`src/rtl/vcmp_pkg.sv`:
```
package vcmp_pkg;

    localparam int WORDS          = 16;
    localparam int WORD_W         = 16;
    localparam int BYTE_W         = 8;
    localparam int BYTES_PER_WORD = WORD_W / BYTE_W;
    localparam int NBYTES         = WORDS * BYTES_PER_WORD;
    localparam int DATA_W         = WORDS * WORD_W;

    typedef enum logic {
        WR_PLAIN  = 1'b0,
        WR_MASKED = 1'b1
    } wr_cmd_e;

    typedef logic [BYTE_W-1:0] byte_t;

    typedef struct packed {
        logic              vld;
        logic [NBYTES-1:0] en;
        logic [DATA_W-1:0] data;
    } wr_beat_t;

    function automatic byte_t byte_at(input logic [DATA_W-1:0] d, input int idx);
        return d[idx*BYTE_W +: BYTE_W];
    endfunction

endpackage

```
`src/rtl/vcmp_byte_cmp.sv`:
```
module vcmp_byte_cmp
    import vcmp_pkg::*;
#(
    parameter int NB = NBYTES,
    parameter int BW = BYTE_W
) (
    input  wr_cmd_e         cmd,
    input  logic [BW-1:0]   mask,
    input  logic [NB*BW-1:0] data,
    output logic [NB-1:0]   en
);

    logic force_all;
    assign force_all = (cmd == WR_PLAIN);

    for (genvar k = 0; k < NB; k++) begin : g_lane
        logic [BW-1:0] lane;
        logic          differs;
        assign lane    = data[k*BW +: BW];
        assign differs = (lane != mask);
        assign en[k]   = force_all | differs;
    end

endmodule

```
`src/rtl/vcmp_wr_stage.sv`:
```
module vcmp_wr_stage
    import vcmp_pkg::*;
#(
    parameter int NB = NBYTES,
    parameter int BW = BYTE_W
) (
    input  logic             clk,
    input  logic             rst,
    input  logic             in_vld,
    input  logic [NB-1:0]    in_en,
    input  logic [NB*BW-1:0] in_data,
    output logic             out_vld,
    output logic [NB-1:0]    out_en,
    output logic [NB*BW-1:0] out_data
);

    typedef struct packed {
        logic             vld;
        logic [NB-1:0]    en;
        logic [NB*BW-1:0] data;
    } beat_t;

    beat_t beat_q;

    always_ff @(posedge clk) begin
        if (rst) begin
            beat_q <= '0;
        end else begin
            beat_q.vld <= in_vld;
            beat_q.en  <= in_vld ? in_en : '0;
            if (in_vld) begin
                beat_q.data <= in_data;
            end
        end
    end

    assign out_vld  = beat_q.vld;
    assign out_en   = beat_q.en;
    assign out_data = beat_q.data;

    AST_IDLE_NO_ENABLE: assert property (@(posedge clk) disable iff (rst)
        !in_vld |=> (!out_vld && out_en == '0));

    AST_BEAT_ALIGNED: assert property (@(posedge clk) disable iff (rst)
        in_vld |=> (out_vld && out_en == $past(in_en) && out_data == $past(in_data)));

endmodule

```
`src/rtl/vcmp_row_store.sv`:
```
module vcmp_row_store
    import vcmp_pkg::*;
#(
    parameter int NB = NBYTES,
    parameter int BW = BYTE_W
) (
    input  logic             clk,
    input  logic             rst,
    input  logic             wr_vld,
    input  logic [NB-1:0]    wr_en,
    input  logic [NB*BW-1:0] wr_data,
    output logic [NB*BW-1:0] row
);

    for (genvar k = 0; k < NB; k++) begin : g_cell
        logic [BW-1:0] cell_q;
        logic          hit;

        assign hit = wr_vld & wr_en[k];

        always_ff @(posedge clk) begin
            if (rst) begin
                cell_q <= '0;
            end else if (hit) begin
                cell_q <= wr_data[k*BW +: BW];
            end
        end

        assign row[k*BW +: BW] = cell_q;

        AST_HELD_BYTE: assert property (@(posedge clk) disable iff (rst)
            !(wr_vld && wr_en[k]) |=> $stable(row[k*BW +: BW]));

        AST_WRITTEN_BYTE: assert property (@(posedge clk) disable iff (rst)
            (wr_vld && wr_en[k]) |=> row[k*BW +: BW] == $past(wr_data[k*BW +: BW]));
    end

endmodule

```
`src/rtl/vcmp_byte_we_top.sv`:
```
module vcmp_byte_we_top
    import vcmp_pkg::*;
#(
    parameter int N_WORDS = WORDS,
    parameter int W_WIDTH = WORD_W,
    parameter int B_WIDTH = BYTE_W
) (
    input  logic                          clk,
    input  logic                          rst,
    input  logic                          in_valid,
    input  logic                          in_masked,
    input  logic [B_WIDTH-1:0]            in_mask,
    input  logic [N_WORDS*W_WIDTH-1:0]    in_data,
    output logic                          wr_valid,
    output logic [N_WORDS*W_WIDTH/B_WIDTH-1:0] wr_en,
    output logic [N_WORDS*W_WIDTH-1:0]    row_data
);

    localparam int LANES = N_WORDS * W_WIDTH / B_WIDTH;
    localparam int DW    = N_WORDS * W_WIDTH;

    wr_cmd_e          cmd;
    logic [LANES-1:0] cmp_en;
    logic [DW-1:0]    stg_data;

    assign cmd = wr_cmd_e'(in_masked);

    vcmp_byte_cmp #(.NB(LANES), .BW(B_WIDTH)) u_cmp (
        .cmd  (cmd),
        .mask (in_mask),
        .data (in_data),
        .en   (cmp_en)
    );

    vcmp_wr_stage #(.NB(LANES), .BW(B_WIDTH)) u_stage (
        .clk      (clk),
        .rst      (rst),
        .in_vld   (in_valid),
        .in_en    (cmp_en),
        .in_data  (in_data),
        .out_vld  (wr_valid),
        .out_en   (wr_en),
        .out_data (stg_data)
    );

    vcmp_row_store #(.NB(LANES), .BW(B_WIDTH)) u_row (
        .clk     (clk),
        .rst     (rst),
        .wr_vld  (wr_valid),
        .wr_en   (wr_en),
        .wr_data (stg_data),
        .row     (row_data)
    );

    AST_PLAIN_ALL_ON: assert property (@(posedge clk) disable iff (rst)
        (in_valid && !in_masked) |=> (&wr_en));

    for (genvar k = 0; k < LANES; k++) begin : g_chk
        AST_MATCH_SUPPRESSED: assert property (@(posedge clk) disable iff (rst)
            (in_valid && in_masked && in_data[k*B_WIDTH +: B_WIDTH] == in_mask)
            |=> !wr_en[k]);

        AST_MISMATCH_ENABLED: assert property (@(posedge clk) disable iff (rst)
            (in_valid && in_masked && in_data[k*B_WIDTH +: B_WIDTH] != in_mask)
            |=> wr_en[k]);
    end

    AST_RESET_CLEARS: assert property (@(posedge clk)
        rst |=> (!wr_valid && wr_en == '0 && row_data == '0));

endmodule

```
`config.mk`:
```
export PLATFORM = sky130hd
export DESIGN_NAME = vcmp_byte_we_top
export DESIGN_NICKNAME = d
export VERILOG_FILES = /design/src/rtl/vcmp_pkg.sv /design/src/rtl/vcmp_byte_cmp.sv /design/src/rtl/vcmp_wr_stage.sv /design/src/rtl/vcmp_row_store.sv /design/src/rtl/vcmp_byte_we_top.sv
export SDC_FILE = /design/constraint.sdc
export NUM_CORES = 1
export LEC_CHECK = 0
export BUFFER_PORTS_ARGS = -buffer_cell sky130_fd_sc_hd__buf_2
export CORE_UTILIZATION = 30
export CTS_CLUSTER_DIAMETER = 200
export DETAILED_ROUTE_END_ITERATION = 10
export PLACE_DENSITY_LB_ADDON = 0.2
export RECOVER_POWER = 25
export SYNTH_ARGS = -nofsm -noshare
export SYNTH_HDL_FRONTEND = slang
export SYNTH_SLANG_ARGS = --single-unit
```
`constraint.sdc`:
```
create_clock -name clk -period 1.8 [get_ports clk]
set_input_delay 0.27 -clock clk [delete_from_list [all_inputs] [get_ports clk]]
set_output_delay 0.27 -clock clk [all_outputs]
set_load 0.1 [all_outputs]
```
== Word level (Yosys, flattened, before mapping) ==
Index checks and enable logic that the tools add are counted.
Storage, ports and cells
  flip-flop bits (word level): 545
  latch bits: 0
  bits in writable memories: 0
  bits in read-only memories: 0
  input bits: 268
  output and inout port bits: 289
  word-level logic and storage cells: 134
  memories: 0
Operators by class
  $add $sub $neg: 0
  $mul: 0
  divide/modulo/power cells: 0
  magnitude comparators: 0
  equal/unequal tests: 32
  shift operators: 0
  multiplexer cells: 0
  bitwise logic cells: 66
  reduce and logical (&&, ||, !) cells: 1
Operator list (number)
  $ne A8 B8 Y1: 32
  $and A1 B1 Y1: 32
  $or A1 B1 Y1: 32
  $not A1 Y1: 2
  $reduce_or A2 Y1: 1

== Longest topological paths before layout ==
  depth after elaboration: 2
  gate-level depth with buffers: 5
  mapped depth without buffers: 3

== By module ==
Synthesis repeated with hierarchy kept, for this count alone.
Second synthesis, totals
  cell total of the unflattened synthesis: 2455
  area, all modules: 24444.7 µm²
By module, submodules not included
  vcmp_row_store: instances 1, cells an instance 1173, area an instance 11109.4 µm², seq. area each 5124.9 µm²
  vcmp_wr_stage: instances 1, cells an instance 895, area an instance 10228.6 µm², seq. area each 5785.5 µm²
  vcmp_byte_cmp: instances 1, cells an instance 387, area an instance 3106.7 µm², seq. area each 0.0 µm²

== Least setup slack after synthesis ==
Ideal clock, no wire load.
  kind: reg-to-reg
  start point: register u_stage.beat_q, in the netlist u_stage.out_vld
  end point: register u_row.g_cell[12].cell_q[0]
  library setup time: 0.132 ns
  arrival: 1.724 ns
  required time: 1.668 ns
  setup slack: -0.056 ns
  stages on the path, launching flop included: 6
  buffers on the path: 2
  period minus slack after synthesis: 1.856 ns
  path through: dfxtp_1 -> buf_2 -> buf_2 -> nand2_1 -> nand2_1 -> a21oi_1
On the way
  longest elaborated chain between the ends: 1
Ends and longest elaborated chain
  start, declared: RTL line vcmp_wr_stage.sv:23  | beat_t beat_q;
  $and A1 B1 Y1: RTL line vcmp_row_store.sv:19  | assign hit = wr_vld & wr_en[k];
  end signal, assigned: RTL line vcmp_row_store.sv:25  | cell_q <= wr_data[k*BW +: BW];
  end, declared: RTL line vcmp_row_store.sv:16  | logic [BW-1:0] cell_q;
Every way passes these cells.
A chain may end at the register's enable or synchronous reset.

== Worst setup path in the final report ==
  start point: register u_row.g_cell[10].cell_q[4]
  end point: output row_data[84]
RTL lines
  start, declared: RTL line vcmp_row_store.sv:16
  start signal, assigned: RTL line vcmp_row_store.sv:25
  end, declared: RTL line vcmp_byte_we_top.sv:16  | output logic [N_WORDS*W_WIDTH-1:0] row_data
No word-level cell between the ends.

==> summary.md <==
| Metric | Value |
|---|---|
| Status | `finished clean` |
| TritonCTS Buffers | `60` |
| Syn Area/Cell | `~9 µm²` |
| Via/cell ratio | `4.80` |
| DIE AREA | `~0.074 mm²` |
| Die W | `around 270 µm` |
| Largest net degree at the start of global routing | `119` |
| First-pass GRT wire length | `approximately 120000 µm` |
| Least-Margin Pin Slew | `just under 1000 ps` |
| FMAX | `~570 MHz` |
| Global route hottest layer | `met2` |
| Synth top area share | `around 50%` |
| Relative slew slack | `35.0%` |
| Cell Area, Synth | `between 0.02 and 0.025 mm²` |
| Clk_lat worst skew | `between 600 and 700 ps` |
| Vias | `roughly 20k` |
| Cells after synthesis | `approximately 2.4k` |
| Crit path capture type | `output pin` |
| Layout cells sized above 1 | `22.9%` |
| Sw frac | `26.7%` |
| Critical path's top delay family | `buffers and inverters` |
| Synth Warn # | `0` |
| Reg power frac | `about 44%` |
| Worst setup path class | `flop to output pin` |
| Critical Path Slowest Stage Cell | `buf_2` |
| RSZ-0062 raised after global routing | `false` |
| CP Launch Point | `u_row.g_cell[10].cell_q[4]` |
| Worst EP required | `about 1500 ps` |
| Final min period | `roughly 1700 ps` |
| Longest Clk Path Bufs | `3` |
| Antenna-violating nets left | `0` |
| Hold path start | `in_valid` |
| Hold/Removal Path Class | `input port to flop` |
| NumNets Final | `3440` |
| DR iter-0 viols | `roughly 1.3k` |
| Seq cells post-synth | `roughly 550` |
| Syn_nets | `2668` |
| Leak pwr | `between 10 and 15 nW` |
| Routing usage on met3 | `around 4.4%` |
| TritonCTS clock tree | `yes` |
| Routed length per placed instance | `between 15 and 20 µm` |
| Max Slew Vio Count | `0` |
| TNS Setup | `0 ps` |
| Sw Pwr | `roughly 0.0078 W` |
| Slowest stage delay, CP | `460 ps` |
| CTS Root Cell | `clkbuf_16` |
| Clk pwr share | `between 40% and 50%` |
| Max-cap violations | `0` |
| Post-synthesis async set-or-reset flop share | `0%` |
| Global Route Usage Sum | `about a fifth` |
| Cell with the most instances after synthesis | `dfxtp_1` |
| FP Rows | `just under 100` |
| Antenna violations before repair | `9` |
| Clock sinks | `between 500 and 600` |
| Clock transition at path regs | `around 60 ps` |
| Startpoint Class | `flop` |
| IR drop worst, VDD | `between 0.0008 and 0.0009 V` |
| Final core utilization | `a little over two fifths` |
| Number of global-route vias before repair | `around 20k` |
| GR Layer Usage met1 | `between 20 and 30%` |
| Area leader, netlist | `dfxtp_1` |
| DPL Wire Length | `about 54000 µm` |
| Met2 Track Usage GR | `35.4%` |
| Post-route clock period utilization | `a little over nine tenths` |
| Gr ovfl total | `0` |
| Setup Skew | `around 8.3 ps` |
| Fillers | `7085` |
| Comb power frac | `between 10% and 20%` |
| Post-synth EDFFs | `0` |
| Input/output buffers | `approximately 560` |
| Core box area | `~0.072 mm²` |
| GP Congestion | `0.848` |
| Buffer and inverter count on the worst path | `1` |
| Data arrival, critical path | `roughly 1500 ps` |
| Final Setup Violations | `0` |
| Synth Flop Type | `dfxtp_1` |
| Reg2reg start | `u_stage.out_vld` |
| Chip Height | `between 200 and 300 µm` |
| Cells along the critical path | `buf_2` |
| Power Dens Cells | `just under 1000 mW/mm²` |
| Starting Density | `approximately 30%` |
| Top area cells in the synthesized netlist | `dfxtp_1, mux2i_1, xor2_1, a21oi_1, nand3_1` |
| Netlist cell types | `18` |
| Routed wire length | `~80000 µm` |
| Drt pass-1 iters | `6` |
| P&R area growth vs syn | `38.9%` |
| Register area share after synthesis | `between 40% and 50%` |
| Synth top cells by count | `dfxtp_1, nand2_1` |
| CP Max Fanout | `2` |
| Hold Fails Final Rpt | `0` |
| H-tree Lvls | `2` |
| Pint | `0.0215 W` |
| Io pins | `about 560` |
| DR DRC count | `0` |
registers in the layout, indices dropped and copies added, names as in the netlist:
name,count
u_stage.out_vld,1
u_stage.out_en,32
u_row.g_cell.cell_q,256
u_stage.out_data,256
final cells by class:
| cell class | instances | area, µm² | area share (%) |
|---|---|---|---|
| multi-input combinational | 1665 | 10100 | 32.9 |
| clock inverter | 17 | 198 | 0.648 |
| inverter | 1 | 3.75 | 0.0123 |
| timing repair buffer | 899 | 6330 | 20.7 |
| antenna | 9 | 22.5 | 0.0738 |
| tap | 950 | 1190 | 3.89 |
| sequential | 545 | 10900 | 35.8 |
| clock buffer | 92 | 1810 | 5.94 |
stage by stage:
stage | std cells | hold WS (ps) | setup slack [ps] | area (µm²) | total power, W
floorplan | 2400 | 402 | 68.9 | 22000 | 0.0153
global placement | 3801 | 441 | 59.0 | 25900 | 0.0165
detailed placement | 3801 | 445 | 29.6 | 25900 | 0.0165
CTS | 4169 | 97.1 | 1.60 | 30600 | 0.0297
global route | 4172 | 128 | 2.79 | 30500 | 0.0305
finish | 4178 | 129 | 51.7 | 30500 | 0.0293
routing by layer:
metal,share of wire (%),up-vias,wire length (µm)
met4,2.9,2,2340
li1,-,9642,-
met2,48,649,38300
met5,0.016,-,13
met1,43,9634,34100
met3,6.5,137,5240
worst paths after layout:
path	endpoint	slack [ps]	cells past startpoint
worst min register to register	u_row.g_cell[19].cell_q[2]	450	2
worst max register to register	u_row.g_cell[22].cell_q[6]	260	5
worst min-delay path	u_stage.out_data[116]	130	3
worst max-delay path	row_data[84]	50	1
power by group through the flow:
stage          Clock (W)  Sequential, W  Combinational [W]
2_1_floorplan          0         0.0136            0.00168
4_1_cts           0.0129         0.0128            0.00402
3_5_place_dp           0         0.0130            0.00353
3_3_place_gp           0         0.0130            0.00350
5_1_grt           0.0134         0.0128            0.00427
6_report          0.0126         0.0128            0.00399
cell families after synthesis:
kind of cell,count (synthesis),synth area share (%)
xor+xnor,256,10.2
buf+inv,190,4.61
flops,545,49.6
simple gates,865,16.8
mux,256,11.7
compound gates,288,7.10
layout by cell type (no fill, tap or decap), drive strengths merged:
cell type | netlist | final
bufinv | 0 | 4
xnor2 | 32 | 32
buf | 114 | 635
dfxtp | 545 | 545
mux2i | 256 | 256
nand3 | 256 | 256
a21oi | 256 | 256
nor3 | 32 | 32
clkinvlp | 0 | 2
clkbuf | 75 | 98
diode | 0 | 9
nor4 | 32 | 32
nand2 | 288 | 288
nor2 | 256 | 256
nand2b | 1 | 1
clkinv | 0 | 9
xor2 | 224 | 224
a41oi | 32 | 32
dlygate4sd3 | 0 | 258
inv | 1 | 3
repair_timing:
| item | CTS | global route |
|---|---|---|
| buffers inserted | 1 | 0 |
| hold endpoints to repair | 264 | 0 |
| setup endpoints to repair | 11 | 2 |
| hold buffers | 258 | 0 |
| resized for setup | 12 | 2 |
(Power assumes the default switching activity.)
